===== config.mk =====
export PLATFORM = sky130hd
export DESIGN_NAME = dram_strobe_decoder
export DESIGN_NICKNAME = d
export VERILOG_FILES = /design/src/rtl/dram_strobe_pkg.sv /design/src/rtl/dram_strobe_sync.sv /design/src/rtl/dram_cycle_fsm.sv /design/src/rtl/dram_lane_gate.sv /design/src/rtl/dram_strobe_decoder.sv
export SDC_FILE = /design/constraint.sdc
export NUM_CORES = 1
export LEC_CHECK = 0
export BUFFER_PORTS_ARGS = -buffer_cell sky130_fd_sc_hd__buf_2
export CAP_MARGIN = 5
export CORE_MARGIN = 3
export CORE_UTILIZATION = 58
export CTS_BUF_LIST = sky130_fd_sc_hd__clkbuf_4 sky130_fd_sc_hd__clkbuf_8
export CTS_CLUSTER_SIZE = 12
export DETAILED_ROUTE_END_ITERATION = 10
export GPL_ROUTABILITY_DRIVEN = 0
export PLACE_DENSITY = 0.91
export SLEW_MARGIN = 20
export SYNTH_ARGS = -nofsm -noshare
export SYNTH_HDL_FRONTEND = slang
export SYNTH_HIERARCHICAL = 1
export SYNTH_SLANG_ARGS = --single-unit

===== constraint.sdc =====
create_clock -name clk -period 2.5 [get_ports clk]
set_clock_uncertainty 0.1 [all_clocks]
set_input_delay 0.125 -clock clk [delete_from_list [all_inputs] [get_ports clk]]
set_output_delay 0.125 -clock clk [all_outputs]
set_load 0.1 [all_outputs]

===== src/rtl/dram_strobe_pkg.sv =====
package dram_strobe_pkg;
   typedef enum logic [2:0] {
      CYC_IDLE   = 3'd0,
      CYC_READ   = 3'd1,
      CYC_WRITE  = 3'd2,
      CYC_RMW    = 3'd3,
      CYC_ROWREF = 3'd4,
      CYC_CBR    = 3'd5,
      CYC_HIDDEN = 3'd6
   } cyc_e;
endpackage


===== src/rtl/dram_strobe_sync.sv =====
module dram_strobe_sync #(
   parameter int LANES       = 2,
   parameter int ADDR_W      = 10,
   parameter int SYNC_STAGES = 2
) (
   input  logic              clk,
   input  logic              rst_n,
   input  logic              ras_n,
   input  logic [LANES-1:0]  cas_n,
   input  logic              we_n,
   input  logic              oe_n,
   input  logic [ADDR_W-1:0] addr,
   output logic              ras_act,
   output logic [LANES-1:0]  cas_act,
   output logic              we_act,
   output logic              oe_act,
   output logic [ADDR_W-1:0] addr_s,
   output logic              ras_prev,
   output logic              cas_any_prev,
   output logic              we_prev
);
   localparam int W = LANES + 3 + ADDR_W;
   localparam logic [W-1:0] IDLE_WORD = {{(LANES+3){1'b1}}, {ADDR_W{1'b0}}};

   logic [W-1:0] stage_q [SYNC_STAGES];
   logic [W-1:0] tail;
   logic [W-1:0] prev_q;

   generate
      for (genvar g = 0; g < SYNC_STAGES; g++) begin : g_stage
         if (g == 0) begin : g_first
            always_ff @(posedge clk or negedge rst_n)
               if (!rst_n) stage_q[g] <= IDLE_WORD;
               else        stage_q[g] <= {ras_n, we_n, oe_n, cas_n, addr};
         end else begin : g_next
            always_ff @(posedge clk or negedge rst_n)
               if (!rst_n) stage_q[g] <= IDLE_WORD;
               else        stage_q[g] <= stage_q[g-1];
         end
      end
   endgenerate

   assign tail = stage_q[SYNC_STAGES-1];

   always_ff @(posedge clk or negedge rst_n)
      if (!rst_n) prev_q <= IDLE_WORD;
      else        prev_q <= tail;

   assign ras_act      = ~tail[W-1];
   assign we_act       = ~tail[W-2];
   assign oe_act       = ~tail[W-3];
   assign cas_act      = ~tail[ADDR_W +: LANES];
   assign addr_s       = tail[ADDR_W-1:0];
   assign ras_prev     = ~prev_q[W-1];
   assign we_prev      = ~prev_q[W-2];
   assign cas_any_prev = ~(&prev_q[ADDR_W +: LANES]);
endmodule


===== src/rtl/dram_cycle_fsm.sv =====
module dram_cycle_fsm
   import dram_strobe_pkg::*;
#(
   parameter int LANES  = 2,
   parameter int ADDR_W = 10
) (
   input  logic              clk,
   input  logic              rst_n,
   input  logic              ras_act,
   input  logic [LANES-1:0]  cas_act,
   input  logic              we_act,
   input  logic [ADDR_W-1:0] addr_s,
   input  logic              ras_prev,
   input  logic              cas_any_prev,
   input  logic              we_prev,
   output cyc_e              mode_nxt,
   output cyc_e              mode_q,
   output logic [ADDR_W-1:0] row_q,
   output logic [ADDR_W-1:0] col_q
);
   logic              cas_any, ras_fall, cas_fall, we_fall;
   logic              row_ext_ld, row_cnt_ld, col_ld;
   logic [ADDR_W-1:0] ref_cnt_q;

   assign cas_any  = |cas_act;
   assign ras_fall = ras_act & ~ras_prev;
   assign cas_fall = cas_any & ~cas_any_prev;
   assign we_fall  = we_act & ~we_prev;

   always_comb begin
      mode_nxt   = mode_q;
      row_ext_ld = 1'b0;
      row_cnt_ld = 1'b0;
      col_ld     = 1'b0;
      if (!ras_act && !cas_any) begin
         mode_nxt = CYC_IDLE;
      end else if (ras_fall) begin
         if (cas_any) begin
            row_cnt_ld = 1'b1;
            mode_nxt   = (mode_q == CYC_READ || mode_q == CYC_HIDDEN) ? CYC_HIDDEN : CYC_CBR;
         end else begin
            row_ext_ld = 1'b1;
            mode_nxt   = CYC_ROWREF;
         end
      end else if (cas_fall && ras_act &&
                   (mode_q inside {CYC_ROWREF, CYC_READ, CYC_WRITE, CYC_RMW})) begin
         col_ld   = 1'b1;
         mode_nxt = we_act ? CYC_WRITE : CYC_READ;
      end else if (we_fall && ras_act && cas_any && mode_q == CYC_READ) begin
         mode_nxt = CYC_RMW;
      end
   end

   always_ff @(posedge clk or negedge rst_n) begin
      if (!rst_n) begin
         mode_q    <= CYC_IDLE;
         row_q     <= '0;
         col_q     <= '0;
         ref_cnt_q <= '0;
      end else begin
         mode_q <= mode_nxt;
         if (row_ext_ld) row_q <= addr_s;
         if (row_cnt_ld) begin
            row_q     <= ref_cnt_q;
            ref_cnt_q <= ref_cnt_q + 1'b1;
         end
         if (col_ld) col_q <= addr_s;
      end
   end
endmodule


===== src/rtl/dram_lane_gate.sv =====
module dram_lane_gate
   import dram_strobe_pkg::*;
#(
   parameter int LANES = 2
) (
   input  logic             clk,
   input  logic             rst_n,
   input  cyc_e             mode_nxt,
   input  logic             ras_act,
   input  logic [LANES-1:0] cas_act,
   input  logic             we_act,
   input  logic             oe_act,
   output logic [LANES-1:0] lane_oe,
   output logic [LANES-1:0] lane_we
);
   logic rd_mode, wr_mode;

   assign rd_mode = (mode_nxt == CYC_READ)  || (mode_nxt == CYC_HIDDEN);
   assign wr_mode = (mode_nxt == CYC_WRITE) || (mode_nxt == CYC_RMW);

   generate
      for (genvar i = 0; i < LANES; i++) begin : g_lane
         always_ff @(posedge clk or negedge rst_n) begin
            if (!rst_n) begin
               lane_oe[i] <= 1'b0;
               lane_we[i] <= 1'b0;
            end else begin
               lane_oe[i] <= rd_mode && cas_act[i] && oe_act && !we_act;
               lane_we[i] <= wr_mode && cas_act[i] && ras_act && we_act;
            end
         end
      end
   endgenerate
endmodule


===== src/rtl/dram_strobe_decoder.sv =====
module dram_strobe_decoder
   import dram_strobe_pkg::*;
#(
   parameter int LANES       = 2,
   parameter int ADDR_W      = 10,
   parameter int SYNC_STAGES = 2
) (
   input  logic              clk,
   input  logic              rst_n,
   input  logic              ras_n,
   input  logic [LANES-1:0]  cas_n,
   input  logic              we_n,
   input  logic              oe_n,
   input  logic [ADDR_W-1:0] addr,
   output logic [2:0]        cyc_type,
   output logic [LANES-1:0]  lane_oe,
   output logic [LANES-1:0]  lane_we,
   output logic [ADDR_W-1:0] row_addr,
   output logic [ADDR_W-1:0] col_addr
);
   generate
      if (LANES < 1)       begin : g_bad_lanes  $error("LANES must be at least 1");       end
      if (ADDR_W < 2)      begin : g_bad_addr   $error("ADDR_W must be at least 2");      end
      if (SYNC_STAGES < 1) begin : g_bad_sync   $error("SYNC_STAGES must be at least 1"); end
   endgenerate

   logic              ras_act, we_act, oe_act;
   logic [LANES-1:0]  cas_act;
   logic [ADDR_W-1:0] addr_s;
   logic              ras_prev, cas_any_prev, we_prev;
   cyc_e              mode_nxt, mode_q;

   dram_strobe_sync #(.LANES(LANES), .ADDR_W(ADDR_W), .SYNC_STAGES(SYNC_STAGES)) u_sync (
      .clk, .rst_n, .ras_n, .cas_n, .we_n, .oe_n, .addr,
      .ras_act, .cas_act, .we_act, .oe_act, .addr_s,
      .ras_prev, .cas_any_prev, .we_prev
   );

   dram_cycle_fsm #(.LANES(LANES), .ADDR_W(ADDR_W)) u_fsm (
      .clk, .rst_n, .ras_act, .cas_act, .we_act, .addr_s,
      .ras_prev, .cas_any_prev, .we_prev,
      .mode_nxt, .mode_q, .row_q(row_addr), .col_q(col_addr)
   );

   dram_lane_gate #(.LANES(LANES)) u_lanes (
      .clk, .rst_n, .mode_nxt, .ras_act, .cas_act, .we_act, .oe_act,
      .lane_oe, .lane_we
   );

   assign cyc_type = mode_q;
endmodule


==> After elaboration in Yosys (flattened, before gate mapping) <==
Index checks and enable logic that the tools add are counted.
{ "word_totals": {"register_bits": 82, "inputBits": 17, "out_inout_bits": 27, "elab_cells": 72} }
{ "op_classes": {"addsub": 1, "n_eq_ne": 9, "muxes": 18, "bitwise_logic": 7, "reduce_logical": 26} }
{ "op_table": {"columns": ["operator", "count"], "rows": [
  ["$mux W10", 2],
  ["$logic_and A1 B1 Y1", 18],
  ["$mux W3", 5],
  ["$eq A3 B2 Y1 const B", 4],
  ["$add A10 B1 Y10 const B", 1],
  ["$eq A3 B3 Y1 const B", 3],
  ["$mux W1", 9],
  ["$eq A3 B1 Y1 const B", 2],
  ["$mux W2", 2],
  ["$reduce_bool A4 Y1", 1],
  ["$and A1 B1 Y1", 3],
  ["$logic_or A1 B1 Y1", 3],
  ["$not A1 Y1", 3],
  ["$not A2 Y2", 1],
  ["$reduce_and A2 Y1", 1],
  ["$reduce_bool A2 Y1", 1],
  ["$reduce_or A2 Y1", 1],
  ["$logic_not A1 Y1", 1]
]} }

==> Depth between registers and ports, before layout <==
{ "depth": {"ltp_word": 14, "depth_mapped": 8, "mapped_depth_nobuf": 7} }

==> Cells and area by module <==
Netlist, hierarchy kept.
{ "modules_own_cells": {"columns": ["module", "instances", "cells_each", "area_each_um2", "seq_area_each_um2"], "rows": [
  ["dram_cycle_fsm", 1, 143, 1620.3, 825.8],
  ["dram_strobe_sync", 1, 52, 973.4, 868.3],
  ["dram_lane_gate", 1, 13, 165.2, 100.1]
]} }

==> Worst setup path before layout <==
Ideal clock, no wire load.
{ "synth_path": {"path_type": "register to register", "start": "register u_fsm.mode_q[0]", "end": "register u_lanes.lane_oe[0]", "setup_ps": 77, "arrival_ps": 2347, "required_time_ps": 2323, "path_slack_ps": -24, "stages_incl_launch_ff": 8, "n_path_buf": 1, "period_less_slack_ps": 2524, "cell_sequence": "dfrtp_1 > buf_2 > nor2b_1 > o2111ai_1 > a21oi_1 > nor4_1 > or3b_1 > a21oi_1"} }
{ "synth_via": {"elab_chain_cells": 11, "elab_cells_between_ends": 21, "classes_between": "7 x eq/ne; 6 x mux; 8 x reduce/logical"} }
{ "synth_rtl": {"columns": ["item", "line", "rtl"], "rows": [
  ["start, declared", "dram_cycle_fsm.sv:17", "output cyc_e mode_q,"],
  ["start signal, assigned", "dram_cycle_fsm.sv:61", "mode_q <= mode_nxt;"],
  ["$eq A3 B3 Y1, or another cell as far along", "dram_cycle_fsm.sv:46", "(mode_q inside {CYC_ROWREF, CYC_READ, CYC_WRITE, CYC_RMW})) begin"],
  ["$reduce_bool A4 Y1, or another cell as far along", "dram_cycle_fsm.sv:46", null],
  ["$logic_and A1 B1 Y1, or another cell as far along", "dram_cycle_fsm.sv:45", "end else if (cas_fall && ras_act &&"],
  ["$mux W3, on equally long branches", "dram_cycle_fsm.sv:45, dram_cycle_fsm.sv:38", null],
  ["$mux W3 *", "dram_cycle_fsm.sv:37", "end else if (ras_fall) begin"],
  ["$mux W3 *", "dram_cycle_fsm.sv:35", "if (!ras_act && !cas_any) begin"],
  ["named net mode_nxt[0]", "dram_strobe_decoder.sv:31", "cyc_e mode_nxt, mode_q;"],
  ["$eq A3 B1 Y1 / $eq A3 B3 Y1 (equally long branches)", "dram_lane_gate.sv:18", "assign rd_mode = (mode_nxt == CYC_READ) || (mode_nxt == CYC_HIDDEN);"],
  ["$logic_or A1 B1 Y1 *", "dram_lane_gate.sv:18", null],
  ["$logic_and A1 B1 Y1 * (3 in series)", "dram_lane_gate.sv:28", "lane_oe[i] <= rd_mode && cas_act[i] && oe_act && !we_act;"],
  ["end signal, assigned by index", "dram_lane_gate.sv:28", null],
  ["end, declared", "dram_lane_gate.sv:13", "output logic [LANES-1:0] lane_oe,"]
]} }
Mark *: on every way through the listed nets, which the timed path passes. The rest lies on a longest branch.
A chain may end at the register's enable or synchronous reset.

==> Worst setup path after layout <==
{ "layout_path": {"start": "register u_sync.stage_q, in the netlist u_sync/tail[11]", "end": "register u_lanes.lane_oe[0]"} }
{ "layout_via": {"elab_chain_cells": 13, "elab_cells_between_ends": 20, "classes_between": "2 x eq/ne; 5 x mux; 2 x bitwise; 11 x reduce/logical"} }
{ "layout_rtl": {"columns": ["item", "line", "rtl"], "rows": [
  ["start, declared", "dram_strobe_sync.sv:25", "logic [W-1:0] stage_q [SYNC_STAGES];"],
  ["start signal, assigned by index", "dram_strobe_sync.sv:38", "else stage_q[g] <= stage_q[g-1];"],
  ["$not A2 Y2 *", "dram_strobe_sync.sv:52", "assign cas_act = ~tail[ADDR_W +: LANES];"],
  ["named net cas_act[1]", "dram_strobe_decoder.sv:28", "logic [LANES-1:0] cas_act;"],
  ["$reduce_or A2 Y1 *", "dram_cycle_fsm.sv:25", "assign cas_any = |cas_act;"],
  ["$logic_and A1 B1 Y1 / $and A1 B1 Y1 (equally long branches)", "dram_cycle_fsm.sv:49, dram_cycle_fsm.sv:27", null],
  ["$logic_and A1 B1 Y1, on equally long branches", "dram_cycle_fsm.sv:49, dram_cycle_fsm.sv:45", null],
  ["$mux W3 / $logic_and A1 B1 Y1 (equally long branches)", "dram_cycle_fsm.sv:49, dram_cycle_fsm.sv:45", null],
  ["$mux W3", "dram_cycle_fsm.sv:45", null],
  ["$mux W3", "dram_cycle_fsm.sv:37", null],
  ["$mux W3 *", "dram_cycle_fsm.sv:35", null],
  ["named net mode_nxt[0]", "dram_strobe_decoder.sv:31", null],
  ["$eq A3 B1 Y1 / $eq A3 B3 Y1 (equally long branches)", "dram_lane_gate.sv:18", null],
  ["$logic_or A1 B1 Y1 *", "dram_lane_gate.sv:18", null],
  ["$logic_and A1 B1 Y1 * (3 in series)", "dram_lane_gate.sv:28", null]
]} }
Marked as above.

==> flow_summary_export.csv <==
group,metric,value,unit
die,start_util,0.617,
die,fp.dieH,75.0,um
cells_and_area,final_common_cell,"dfrtp_1",
detailed_routing,vias,1775,
synth,synth-edff-count,0,
detailed_routing,ant_nets,0,
worst_setup_path,r2r-start,"u_sync/tail[11]$_DFF_PN1_",
clock_tree,clk_path_buf_depth,2,
detailed_routing,drt-total-wl,5120,um
sta,max_clock_freq,429,MHz
global_routing,grt_max_degree,37,
place,place_hpwl,3200,um
sta,relSlewSlack,0.481,
sta,hold-worst-slack,0.252,ns
sta,fin_crit,2.33,ns
synth,ys.flop_type,"dfrtp_1",
synth,ys_seq_area_frac,0.650,
worst_setup_path,max_stage_delay,0.53,ns
worst_hold_path,whs_path_depth,0,
worst_setup_path,start_kind,"register",
sta,timing.final.crit_share,0.932,
cells_and_area,syn_to_final_growth,21.4,%
worst_setup_path,path_max_fanout,10,
detailed_routing,drtIter0Drc,133,
sta,grt_setup_unrepaired,"no",
synth,yosysTopAreaCell,"dfrtp_1",
synth,syn-cell-area,2760,sq um
clock_tree,cts_buffers,9,
clock_tree,clk_pin_slew,0.07,ns
power_and_ir_drop,switching_share,0.422,
synth,yosys-top-cells-area,"dfrtp_1, dfstp_2, mux2_4, mux2i_1, buf_4",
synth,async_reset_ff_frac,1.00,
global_routing,grt_pass1_vias,1694,
synth,synthCells,208,
worst_hold_path,hold_start,"u_sync/stage_q[17]$_DFF_PN0_",
die,dieArea,5620,sq um
power_and_ir_drop,power_frac_clock,0.261,
cells_and_area,nFillCells,261,
clock_tree,cts.sinks,71,
cells_and_area,drive_gt1_frac,0.362,
global_routing,grt_pass1_wl,8150,um
power_and_ir_drop,peakVddDrop,0.929,mV
clock_tree,clk_latency,0.34,ns
clock_tree,cts_tree,"built",
power_and_ir_drop,seq_power_share,0.384,
detailed_routing,post_drt_via_cell_ratio,5.50,
sta,hold_viol,0,
worst_setup_path,cp_data_arrival_time,2.49,ns
sta,slew_violations,0,
clock_tree,root_buffer,"clkbuf_8",
power_and_ir_drop,netSwitchingPower,1.63,mW
synth,syn_area_per_cell,13.3,sq um
worst_setup_path,crit_top_cell,"a21oi_1",
place,io_buffers,43,
worst_setup_path,r2r_slack,0.17,ns
die,core,4470,sq um
synth,yosysTopAreaCellShare,0.517,
worst_hold_path,hold_class,"reg -> reg",
global_routing,grt_antenna_before_repair,0,
synth,yosysWarningCount,6,
sta,worst_slew_pin_slew,0.779,ns
clock_tree,htreeDepth,3,
detailed_routing,drc_errors,0,
worst_setup_path,end_kind,"register",
synth,syn_nets,226,
power_and_ir_drop,comb_power_share,0.355,
worst_setup_path,reg2regPathDepth,7,
cells_and_area,layout_common_cells,"dfrtp_1, buf_2, nand2_1",
die,die_width,75.0,um
power_and_ir_drop,finalPower,3.86,mW
detailed_routing,wire_per_inst,15.9,um
die,fp-row-count,24,
outcome,status,"complete, no violations",
worst_setup_path,path_cells,"inv_1, or2_2, o2111ai_1, a21oi_1, nor4_2, or3b_1, a21oi_1",
sta,setup_tns,0,ns
worst_setup_path,critPathSlowestCell,"dfstp_2",
cells_and_area,diodes,0,
synth,ys_types,43,
die,pin_count,44,
power_and_ir_drop,p_leak,1.61,nW
global_routing,grtUsageTotal,0.202,
cells_and_area,fin_nets,284,
sta,setup_viol,0,
synth,yosys_register_bits,71,
job,cap_violations,0,
global_routing,overflow,0,
worst_setup_path,worst-setup-path-type,"reg -> reg",
power_and_ir_drop,power.density,1150,nW/um^2
detailed_routing,drt_first_pass_iters,5,
worst_setup_path,rr_endpoint,"u_lanes/lane_oe[0]$_DFF_PN0_",
worst_hold_path,hold_end,"u_sync/tail[2]$_DFF_PN0_",
power_and_ir_drop,p_int,2.23,mW
worst_setup_path,required,2.66,ns
==> metal layers <==
layer / vias to the layer above / GRT usage / share of wire
met5: - / 0 / 0
met4: 0 / 0.0731 / 0.013
met3: 8 / 0.0801 / 0.067
met2: 73 / 0.314 / 0.49
met1: 877 / 0.259 / 0.43
li1: 817 / - / -
==> stage by stage <==
step | util | setup WS (ns) | instance area (sq um) | cells
after detailed placement | 0.661 | 0.202 | 2960 | 291
after CTS | 0.747 | 0.164 | 3340 | 323
after global routing | 0.748 | 0.0729 | 3350 | 323
final | 0.748 | 0.171 | 3350 | 323
after global placement | 0.661 | 0.307 | 2960 | 291
after floorplan | - | 0.0316 | 2760 | 208
==> how the worst max path moves through the flow <==
stage | end | depth (start not counted) | from
finish | u_lanes/lane_oe[0]$_DFF_PN0_ | 7 | u_sync/tail[11]$_DFF_PN1_
global route | u_lanes/lane_oe[1]$_DFF_PN0_ | 7 | u_sync/tail[11]$_DFF_PN1_
CTS | u_lanes/lane_oe[0]$_DFF_PN0_ | 7 | u_sync/tail[11]$_DFF_PN1_
detailed placement | u_lanes/lane_oe[0]$_DFF_PN0_ | 7 | u_sync/tail[11]$_DFF_PN1_
global placement | u_lanes/lane_oe[0]$_DFF_PN0_ | 7 | u_sync/tail[11]$_DFF_PN1_
floorplan | u_lanes/lane_oe[0]$_DFF_PN0_ | 6 | u_fsm/mode_q[1]$_DFF_PN0_
==> logic make-up (layout without fill, tap and decap cells) <==
| logic type | count (synthesis) | in the layout | synth area share |
|---|---|---|---|
| xor gates and xnor gates | 9 | 9 | 0.0286 |
| buffers and inverters | 28 | 91 | 0.0594 |
| AOI/OAI and AO/OA | 31 | 31 | 0.0667 |
| DFF | 71 | 71 | 0.650 |
| adders and majority gates | 1 | 1 | 0.00453 |
| muxes | 21 | 21 | 0.0948 |
| and+or+nand+nor | 47 | 47 | 0.0957 |
==> cell usage after synthesis, types with 2 or more instances <==
library cell and n:
inv_1 11, o21ai_0 15, and2_1 2, dfrtp_1 57
a31oi_1 2, mux2i_1 10, buf_2 2, nor2_1 4
mux2_4 10, nand3b_1 4, or3b_1 2, xnor2_1 7
nand4_1 3, buf_4 11, buf_6 2, clkbuf_1 2
dfstp_2 14, nand2_1 18, or3_1 2, xor2_1 2
a21oi_1 6
==> power groups by stage <==
stage	sequential [mW]	clock [mW]	combinational, mW
after floorplan	2.30	0	0.302
after global placement	1.49	0	1.32
after detailed placement	1.49	0	1.34
after CTS	1.48	1.03	1.36
after global routing	1.51	1.07	1.43
final	1.48	1.01	1.37
==> area by class of cell <==
cell class / count / area (sq um) / area share
Clock buffer: 11 / 145 / 0.0433
Tap cell: 52 / 65.1 / 0.0194
Clock inverter: 5 / 81.3 / 0.0243
Sequential cell: 71 / 1800 / 0.536
Timing Repair Buffer: 64 / 413 / 0.123
Multi-Input combinational cell: 109 / 807 / 0.241
Inverter: 11 / 41.3 / 0.0123
==> registers in the layout (all words and copies together), names as in the netlist <==
| signal | count |
|---|---|
| u_lanes/lane_we | 2 |
| u_sync/tail | 15 |
| u_fsm/col_q | 10 |
| u_lanes/lane_oe | 2 |
| u_sync/stage_q | 15 |
| u_fsm/mode_q | 3 |
| u_sync/prev_q | 4 |
| u_fsm/ref_cnt_q | 10 |
| u_fsm/row_q | 10 |
==> timing repair <==
action	4_1_cts	5_1_grt
setup buffers	0	0
resized for setup	0	1
hold buffers	16	0
endpoints found under the hold margin	35	0
endpoints found under the setup margin	0	2
==> worst max-delay path: cells and delay by family, from the launching register on <==
family / cells / cell delay, ns
AOI/OAI and AO/OA: 3 / 0.39
buffers and inverters: 1 / 0.06
and+or+nand+nor: 3 / 1.17
DFF: 1 / 0.53
No activity file was read; power rests on OpenSTA's default activity.
